`config.mk`:
```
export PLATFORM = sky130hd
export DESIGN_NAME = prot_range_guard
export DESIGN_NICKNAME = d
export VERILOG_FILES = /design/src/rtl/prot_guard_pkg.sv /design/src/rtl/prot_window_decode.sv /design/src/rtl/prot_overlap_check.sv /design/src/rtl/prot_range_guard.sv
export SDC_FILE = /design/constraint.sdc
export NUM_CORES = 1
export LEC_CHECK = 0
export BUFFER_PORTS_ARGS = -buffer_cell sky130_fd_sc_hd__buf_4
export CORE_MARGIN = 4
export CORE_UTILIZATION = 45
export CTS_CLUSTER_SIZE = 25
export DETAILED_ROUTE_END_ITERATION = 10
export PLACE_DENSITY = 0.78
export SYNTH_ARGS = -nofsm -noshare
export SYNTH_HDL_FRONTEND = slang
export SYNTH_SLANG_ARGS = --single-unit
```
`constraint.sdc`:
```
create_clock -name clk -period 4.9 [get_ports clk]
set_input_delay 0.98 -clock clk [delete_from_list [all_inputs] [get_ports clk]]
set_output_delay 0.98 -clock clk [all_outputs]
set_load 0.01 [all_outputs]
```
`src/rtl/prot_guard_pkg.sv`:
```
package prot_guard_pkg;
  // Status register field positions decoded by this block
  localparam int unsigned SZ_CODE_LSB = 2;
  localparam int unsigned SZ_CODE_W   = 3;
  localparam int unsigned PLACE_BIT   = 5;
  localparam int unsigned LOCK_BIT    = 7;

  typedef enum logic {
    PLACE_TOP    = 1'b0,
    PLACE_BOTTOM = 1'b1
  } place_e;
endpackage

```
`src/rtl/prot_window_decode.sv`:
```
module prot_window_decode
  import prot_guard_pkg::*;
#(
  parameter int unsigned ADDR_W = 23,
  parameter bit          TB_EN  = 1'b1
) (
  input  logic [SZ_CODE_W-1:0] size_code,
  input  logic                 place_bit,
  output logic [ADDR_W-1:0]    win_base,
  output logic [ADDR_W:0]      win_len
);
  localparam logic [ADDR_W:0] FULL = {1'b1, {ADDR_W{1'b0}}};
  localparam logic [SZ_CODE_W-1:0] CODE_ALL = '1;

  place_e place;
  logic [ADDR_W:0] top_base;

  assign place = (TB_EN && place_bit) ? PLACE_BOTTOM : PLACE_TOP;

  always_comb begin
    win_len  = '0;
    win_base = '0;
    top_base = '0;
    if (size_code == CODE_ALL) begin
      win_len = FULL;
    end else if (size_code != '0) begin
      win_len  = FULL >> (CODE_ALL - size_code);
      top_base = FULL - win_len;
      if (place == PLACE_TOP)
        win_base = top_base[ADDR_W-1:0];
    end
  end
endmodule

```
`src/rtl/prot_overlap_check.sv`:
```
module prot_overlap_check #(
  parameter int unsigned ADDR_W = 23
) (
  input  logic [ADDR_W-1:0] req_addr,
  input  logic [ADDR_W:0]   req_len,
  input  logic [ADDR_W-1:0] win_base,
  input  logic [ADDR_W:0]   win_len,
  output logic              hit
);
  // One spare bit so neither end sum can wrap
  localparam int unsigned SW = ADDR_W + 2;

  logic [SW-1:0] req_lo, req_end, win_lo, win_end;

  always_comb begin
    req_lo  = SW'(req_addr);
    req_end = SW'(req_addr) + SW'(req_len);
    win_lo  = SW'(win_base);
    win_end = SW'(win_base) + SW'(win_len);
    hit = (req_len != '0) && (win_len != '0) &&
          (req_lo < win_end) && (req_end > win_lo);
  end
endmodule

```
`src/rtl/prot_range_guard.sv`:
```
module prot_range_guard
  import prot_guard_pkg::*;
#(
  parameter int unsigned ADDR_W = 23,
  parameter bit          TB_EN  = 1'b1
) (
  input  logic              clk,
  input  logic              rst,
  input  logic [7:0]        status_reg,
  input  logic              wp_asserted,
  input  logic              req_valid,
  input  logic [ADDR_W-1:0] req_addr,
  input  logic [ADDR_W:0]   req_len,
  output logic [ADDR_W-1:0] prot_base,
  output logic [ADDR_W:0]   prot_len,
  output logic              req_blocked,
  output logic              sr_write_inhibit
);
  logic [ADDR_W-1:0] dec_base;
  logic [ADDR_W:0]   dec_len;
  logic              ovl_hit;
  logic              unused_sr_bits;

  assign unused_sr_bits = ^{status_reg[1:0], status_reg[6]};

  prot_window_decode #(.ADDR_W(ADDR_W), .TB_EN(TB_EN)) decode_i (
    .size_code (status_reg[SZ_CODE_LSB +: SZ_CODE_W]),
    .place_bit (status_reg[PLACE_BIT]),
    .win_base  (dec_base),
    .win_len   (dec_len)
  );

  // Requests are judged against the window of the same cycle's status
  prot_overlap_check #(.ADDR_W(ADDR_W)) overlap_i (
    .req_addr (req_addr),
    .req_len  (req_len),
    .win_base (dec_base),
    .win_len  (dec_len),
    .hit      (ovl_hit)
  );

  always_ff @(posedge clk) begin
    if (rst) begin
      prot_base        <= '0;
      prot_len         <= '0;
      req_blocked      <= 1'b0;
      sr_write_inhibit <= 1'b0;
    end else begin
      prot_base        <= dec_base;
      prot_len         <= dec_len;
      req_blocked      <= req_valid && ovl_hit;
      sr_write_inhibit <= status_reg[LOCK_BIT] && wp_asserted;
    end
  end
endmodule

```
==> impl_metrics.py, run 1 <==
metrics = {
    "clock_network": {
        "numCtsBuffers": 3,
        "cts_num_sinks": 16,
        "hold_buffers": 0,
        "cts-root-buf": "clkbuf_8",
        "cts_tree": "yes",
        "cts.reportedPaths.clkPinSlew_ps": 60,
        "htree_levels": 1,
        "cts_max_path_buffers": 2,
    },
    "sta": {
        "finalCriticalPeriod_ps": 4900,
        "max_freq_mhz": 204,
        "finalSetupViolCount": 1,
        "fin_ws_ps": -4.69,
        "hold_viol": 0,
        "timing.setup.tns_ps": -4.69,
        "fin_crit_sh_pct": 100,
        "finalMaxSlewViolations": 0,
        "rsz0062_at_grt": "yes",
    },
    "logic_synthesis": {
        "synth_ff_type": "dfxtp_1",
        "ys_seq_area_share_pct": 11.7,
        "synth_top_cell_area_share_pct": 19.6,
        "synth_fa_ha_area_share_pct": 21.4,
        "synth_top_family_by_area": "compound AO/OA/AOI/OAI gates",
        "yosysMostFrequentCell": "ha_1",
        "ys_warn_count": 0,
        "synth_async_sr_flop_share_pct": 0,
        "syn-cell-area_sq_um": 2750,
        "syn_inst": 363,
        "synth_cell_types": 60,
        "yosys.area.top_type": "ha_1",
        "synth-simple-area-share_pct": 21.4,
        "synth_mux_area_share_pct": 1.14,
        "synth_compound_area_share_pct": 24.7,
        "synth_commonest_cells": "ha_1, buf_4, nor2_1, inv_1",
        "synth_xor_area_share_pct": 5.42,
        "synth_edf_count": 0,
        "avgSynthCellArea_sq_um": 7.56,
        "netlist_top_cells_area": "ha_1, dfxtp_1, buf_4",
        "synth-seq-cells": 16,
    },
    "route": {
        "drc": 0,
        "wl_met3_um": 586,
        "wl_met1_um": 3500,
        "ant_nets": 0,
        "drtIter0Drc": 159,
        "dr.pass1.iters": 4,
        "top_layer_used": "met4",
        "dr_wl_met2_um": 3850,
        "vias": 3049,
        "viasPerCell": 5.48,
        "routed_wl_um": 8060,
        "wl_per_cell_um": 14.5,
    },
    "worst_setup_path": {
        "critPathLaunchType": "input port",
        "critPathTopFamily": "compound AO/OA/AOI/OAI gates",
        "crit_chain": "buf_6, ha_4, buf_6, nand2_2, o211ai_1, a221oi_2, o211ai_1, buf_4, a2111oi_4, o31ai_2, a21oi_1, xnor2_1, ha_1, nand4_1, a2111o_1, a2111oi_4, o221ai_2, a2111oi_4, nand4_1, o41ai_2, nand3_1",
        "timing.critical_path.buf_inv": 3,
        "cp.arrival_ps": 5010,
        "critPathMostFrequentCell": "a2111oi_4",
        "cp_max_fo": 9,
        "cp-end-kind": "flip-flop",
        "crit_slowest_cell": "a2111oi_4",
        "critical_path_class": "in -> reg",
        "cp.required_ps": 5010,
        "crit_path_max_incr_delay_ps": 370,
    },
    "final_layout": {
        "drive_gt1_share_pct": 34.3,
        "num-fill-cells": 514,
        "antenna_cells": 0,
        "syn_to_final_growth_pct": 41.0,
        "nNetsFinal": 586,
    },
    "floorplan": {
        "rows": 28,
        "die_x_um": 86.1,
        "die_h_um": 86.1,
        "initial_core_util_pct": 46.4,
        "fp.dieArea_sq_um": 7410,
        "core-area_sq_um": 5920,
        "ioPinCount": 108,
    },
    "power_and_ir_drop": {
        "power_density_nw_per_um2": 172,
        "total_power_mw": 0.664,
        "peakVddDrop_v": 0.000204,
        "p_leak_nw": 1.90,
    },
    "outcome": {
        "violations": "negative setup slack",
        "status": "finished with violations",
    },
    "placed_design": {
        "gp_congestion": 0.866,
        "dp_hpwl_um": 6660,
        "port_buffers": 71,
        "post-place-ws_ps": -576,
    },
    "grt": {
        "gr-total-overflow": 0,
        "grt_max_degree": 17,
        "track_usage_pct": 20.7,
        "antenna_found_initial": 0,
        "grt_first_pass_wirelength_um": 12800,
        "grt_pass1_vias": 2836,
    },
    "hold_path": {
        "hold_path.class": "in -> reg",
    },
    "run": {
        "cap_violations": 0,
    },
}
where the power goes:
group	total (mW)	internal (mW)	switching, mW
sequential	0.137	0.136	0.00153
combinational	0.416	0.206	0.211
clock	0.111	0.0711	0.0397
cell type report:
class | instances | area, sq um | area share, %
inverters | 25 | 93.8 | 2.42
clock buffers | 4 | 55.1 | 1.42
repair buffers | 123 | 938 | 24.2
flip-flops and latches | 16 | 320 | 8.28
well taps | 75 | 93.8 | 2.42
multi-input cells | 313 | 2370 | 61.2
layout by cell type (no fill, tap or decap), drive strengths merged, types with 8 or more instances in the layout:
cell,count
a21o,13
a21oi,20
buf,123
conb,35
dfxtp,16
ha,43
inv,25
nand2,20
nand3,8
nor2,31
nor3,13
nor4,10
o21ai,16
xnor2,12
metal layers:
| metal | vias to the layer above | track usage, % |
|---|---|---|
| met1 | 1410 | 27.4 |
| met5 | - | 0 |
| met3 | 14 | 1.73 |
| li1 | 1498 | - |
| met2 | 127 | 35.5 |
| met4 | 0 | 6.47 |
registers in the layout, summed over array words and instances (netlist names):
signal and cells:
prot_base 7, prot_len 7, req_blocked 1, sr_write_inhibit 1
final timing paths:
check                    start                to  cells past startpoint
setup / recovery  req_addr[10]       req_blocked                     21
hold / removal     wp_asserted  sr_write_inhibit                      3
kinds of logic after synthesis:
group	Yosys count
AO/OA/AOI/OAI	95
XOR/XNOR	17
adder cells (fa/ha/maj)	46
buffers and inverters	67
flip-flops	16
multiplexers	3
other	2
AND/OR/NAND/NOR	117
stage by stage:
stage	utilization, %	cells	instance area (sq um)	hold WS [ps]
4_1_cts	63.1	554	3740	960
3_3_place_gp	60.5	550	3580	1200
2_1_floorplan	-	396	2870	1050
5_1_grt	65.4	556	3870	977
3_5_place_dp	60.5	550	3580	1220
6_report	65.4	556	3870	961
repair_timing:
item                                    in CTS  in global routing
resized for setup                           17                 20
endpoints found under the setup margin       1                  1
cloned                                       0                  0
pin swaps                                   17                 13
setup buffers                                0                  2
tightest hold or removal path, delay by kind of cell:
kind	cells	cell delay (ps)
buf+inv	1	70
simple gates	2	110
Power figures use the tool's default switching activity.
==> run 2: changes to the inputs <==
--- a/config.mk
+++ b/config.mk
@@ -6,11 +6,11 @@
 export NUM_CORES = 1
 export LEC_CHECK = 0
 export BUFFER_PORTS_ARGS = -buffer_cell sky130_fd_sc_hd__buf_4
+export CORE_ASPECT_RATIO = 0.6
 export CORE_MARGIN = 4
-export CORE_UTILIZATION = 45
+export CORE_UTILIZATION = 29
 export CTS_CLUSTER_SIZE = 25
 export DETAILED_ROUTE_END_ITERATION = 10
-export PLACE_DENSITY = 0.78
 export SYNTH_ARGS = -nofsm -noshare
 export SYNTH_HDL_FRONTEND = slang
 export SYNTH_SLANG_ARGS = --single-unit
==> run 2 against run 1 <==
  * The run still ends with negative setup slack left
  * Total power grew 8.8%
  * Maximum frequency shrank 0.16%
  * Die area grew 50%
==> impl_metrics.py, run 2 (synthesized netlist as in run 1, its figures left out) <==
metrics = {
    "final_layout": {
        "mostFrequentLayoutCell": "buf_4",
        "reg_top3": "prot_base: 7 flops, prot_len: 7 flops",
        "nNetsFinal": 588,
        "fin_util_pct": 42.5,
        "drive_gt1_share_pct": 33.3,
        "syn_to_final_growth_pct": 42.1,
        "layout_common_cells": "buf_4, ha_1, conb_1",
        "antenna_cells": 0,
        "num-fill-cells": 962,
    },
    "grt": {
        "grt_pass1_vias": 2835,
        "track_usage_pct": 15.8,
        "grt_max_degree": 17,
        "grt_first_pass_wirelength_um": 14500,
        "antenna_found_initial": 0,
        "gr-total-overflow": 0,
    },
    "worst_setup_path": {
        "critical_path_class": "in -> reg",
        "cp_max_fo": 3,
        "cp.arrival_ps": 5030,
        "cp.required_ps": 5020,
        "cp-end-kind": "flip-flop",
        "crit_path_start": "req_addr[4]",
        "critPathLaunchType": "input port",
    },
    "sta": {
        "fin_ws_ps": -12.4,
        "finalMaxSlewViolations": 0,
        "rsz0062_at_grt": "yes",
        "finalCriticalPeriod_ps": 4910,
        "finalSetupViolCount": 1,
        "max_freq_mhz": 204,
        "fin_crit_sh_pct": 100,
        "timing.setup.tns_ps": -12.4,
        "hold_viol": 0,
    },
    "power_and_ir_drop": {
        "power_density_nw_per_um2": 185,
        "p_leak_nw": 1.91,
        "peakVddDrop_v": 0.0000950,
    },
    "route": {
        "ant_nets": 0,
        "dr.pass1.iters": 5,
        "viasPerCell": 4.91,
        "vias": 3009,
        "drtIter0Drc": 164,
        "wl_per_cell_um": 15.0,
        "drc": 0,
        "routed_wl_um": 9210,
    },
    "clock_network": {
        "cts-root-buf": "clkbuf_16",
        "cts_tree": "yes",
        "numCtsBuffers": 3,
        "hold_buffers": 0,
        "cts.reportedPaths.clkPinSlew_ps": 50,
        "cts_num_sinks": 16,
        "cts_max_path_buffers": 2,
        "htree_levels": 1,
    },
    "floorplan": {
        "core-area_sq_um": 9190,
        "die_x_um": 134,
        "ioPinCount": 108,
        "die_h_um": 83.4,
        "fp.dieArea_sq_um": 11100,
        "initial_core_util_pct": 29.9,
        "rows": 27,
    },
    "hold_path": {
        "hp-start": "wp_asserted",
        "hold_path.class": "in -> reg",
    },
    "outcome": {
        "status": "finished with violations",
        "violations": "negative setup slack",
    },
    "run": {
        "cap_violations": 0,
    },
    "placed_design": {
        "dp_hpwl_um": 7800,
        "port_buffers": 71,
        "gp_congestion": 0.885,
    },
}
run 2: changes by cell type in the layout (fill, tap and decap cells not counted), sizes merged:
cell / delta
buf: +2
run 2: report_power, final:
part           switching (mW)  internal, mW
clock                  0.0487         0.124
combinational           0.214         0.198
sequential            0.00191         0.136
total                   0.265         0.458
run 2: metal layers:
layer / vias up / wire (um) / global-route usage (%)
met1: 1386 / 4870 / 25.6
met5: - / 0 / 0
li1: 1503 / - / -
met2: 114 / 3490 / 20.9
met4: 0 / 58 / 2.33
met3: 6 / 795 / 3.27
run 2: layout make-up:
class	instances	area, sq um	share of cell area, %
clock buffer	4	88.8	2.28
inverter	25	93.8	2.41
tap	130	163	4.17
timing repair buffer	125	942	24.2
sequential	16	320	8.21
multi-input combinational	313	2290	58.8
run 2: repair_timing:
item	4_1_cts	5_1_grt
cloned	0	0
setup endpoints to repair	1	1
setup buffers	2	0
resized for setup	10	13
pin swaps	8	3
run 2: critical path, cell delays in order:
cell	delay, ps
buf_4	110
ha_1	300
a21o_1	200
a31o_2	260
o21ai_2	160
o211ai_1	110
buf_4	160
a2111oi_4	340
o31ai_1	120
a21oi_1	190
xnor2_1	120
ha_1	320
nand4_1	110
a2111o_1	410
a2111oi_4	250
o221ai_2	150
a2111oi_2	230
nand4_1	180
o41ai_2	220
nand3_1	100
run 2: per-stage QoR:
step	instance area [sq um]	hold WS (ps)	std cells	worst slack [ps]	power, mW
3_3_place_gp	3670	1200	607	-537	0.513
3_5_place_dp	3670	1210	607	-584	0.522
5_1_grt	3900	964	613	-296	0.776
4_1_cts	3820	951	613	-6.48	0.708
6_report	3900	950	613	-12.4	0.723
2_1_floorplan	2870	1050	396	21.2	0.388
run 2: final timing paths:
kind / end / slack [ps] / depth (start not counted)
worst max-delay path: req_blocked / -10 / 20
worst min-delay path: sr_write_inhibit / 950 / 3
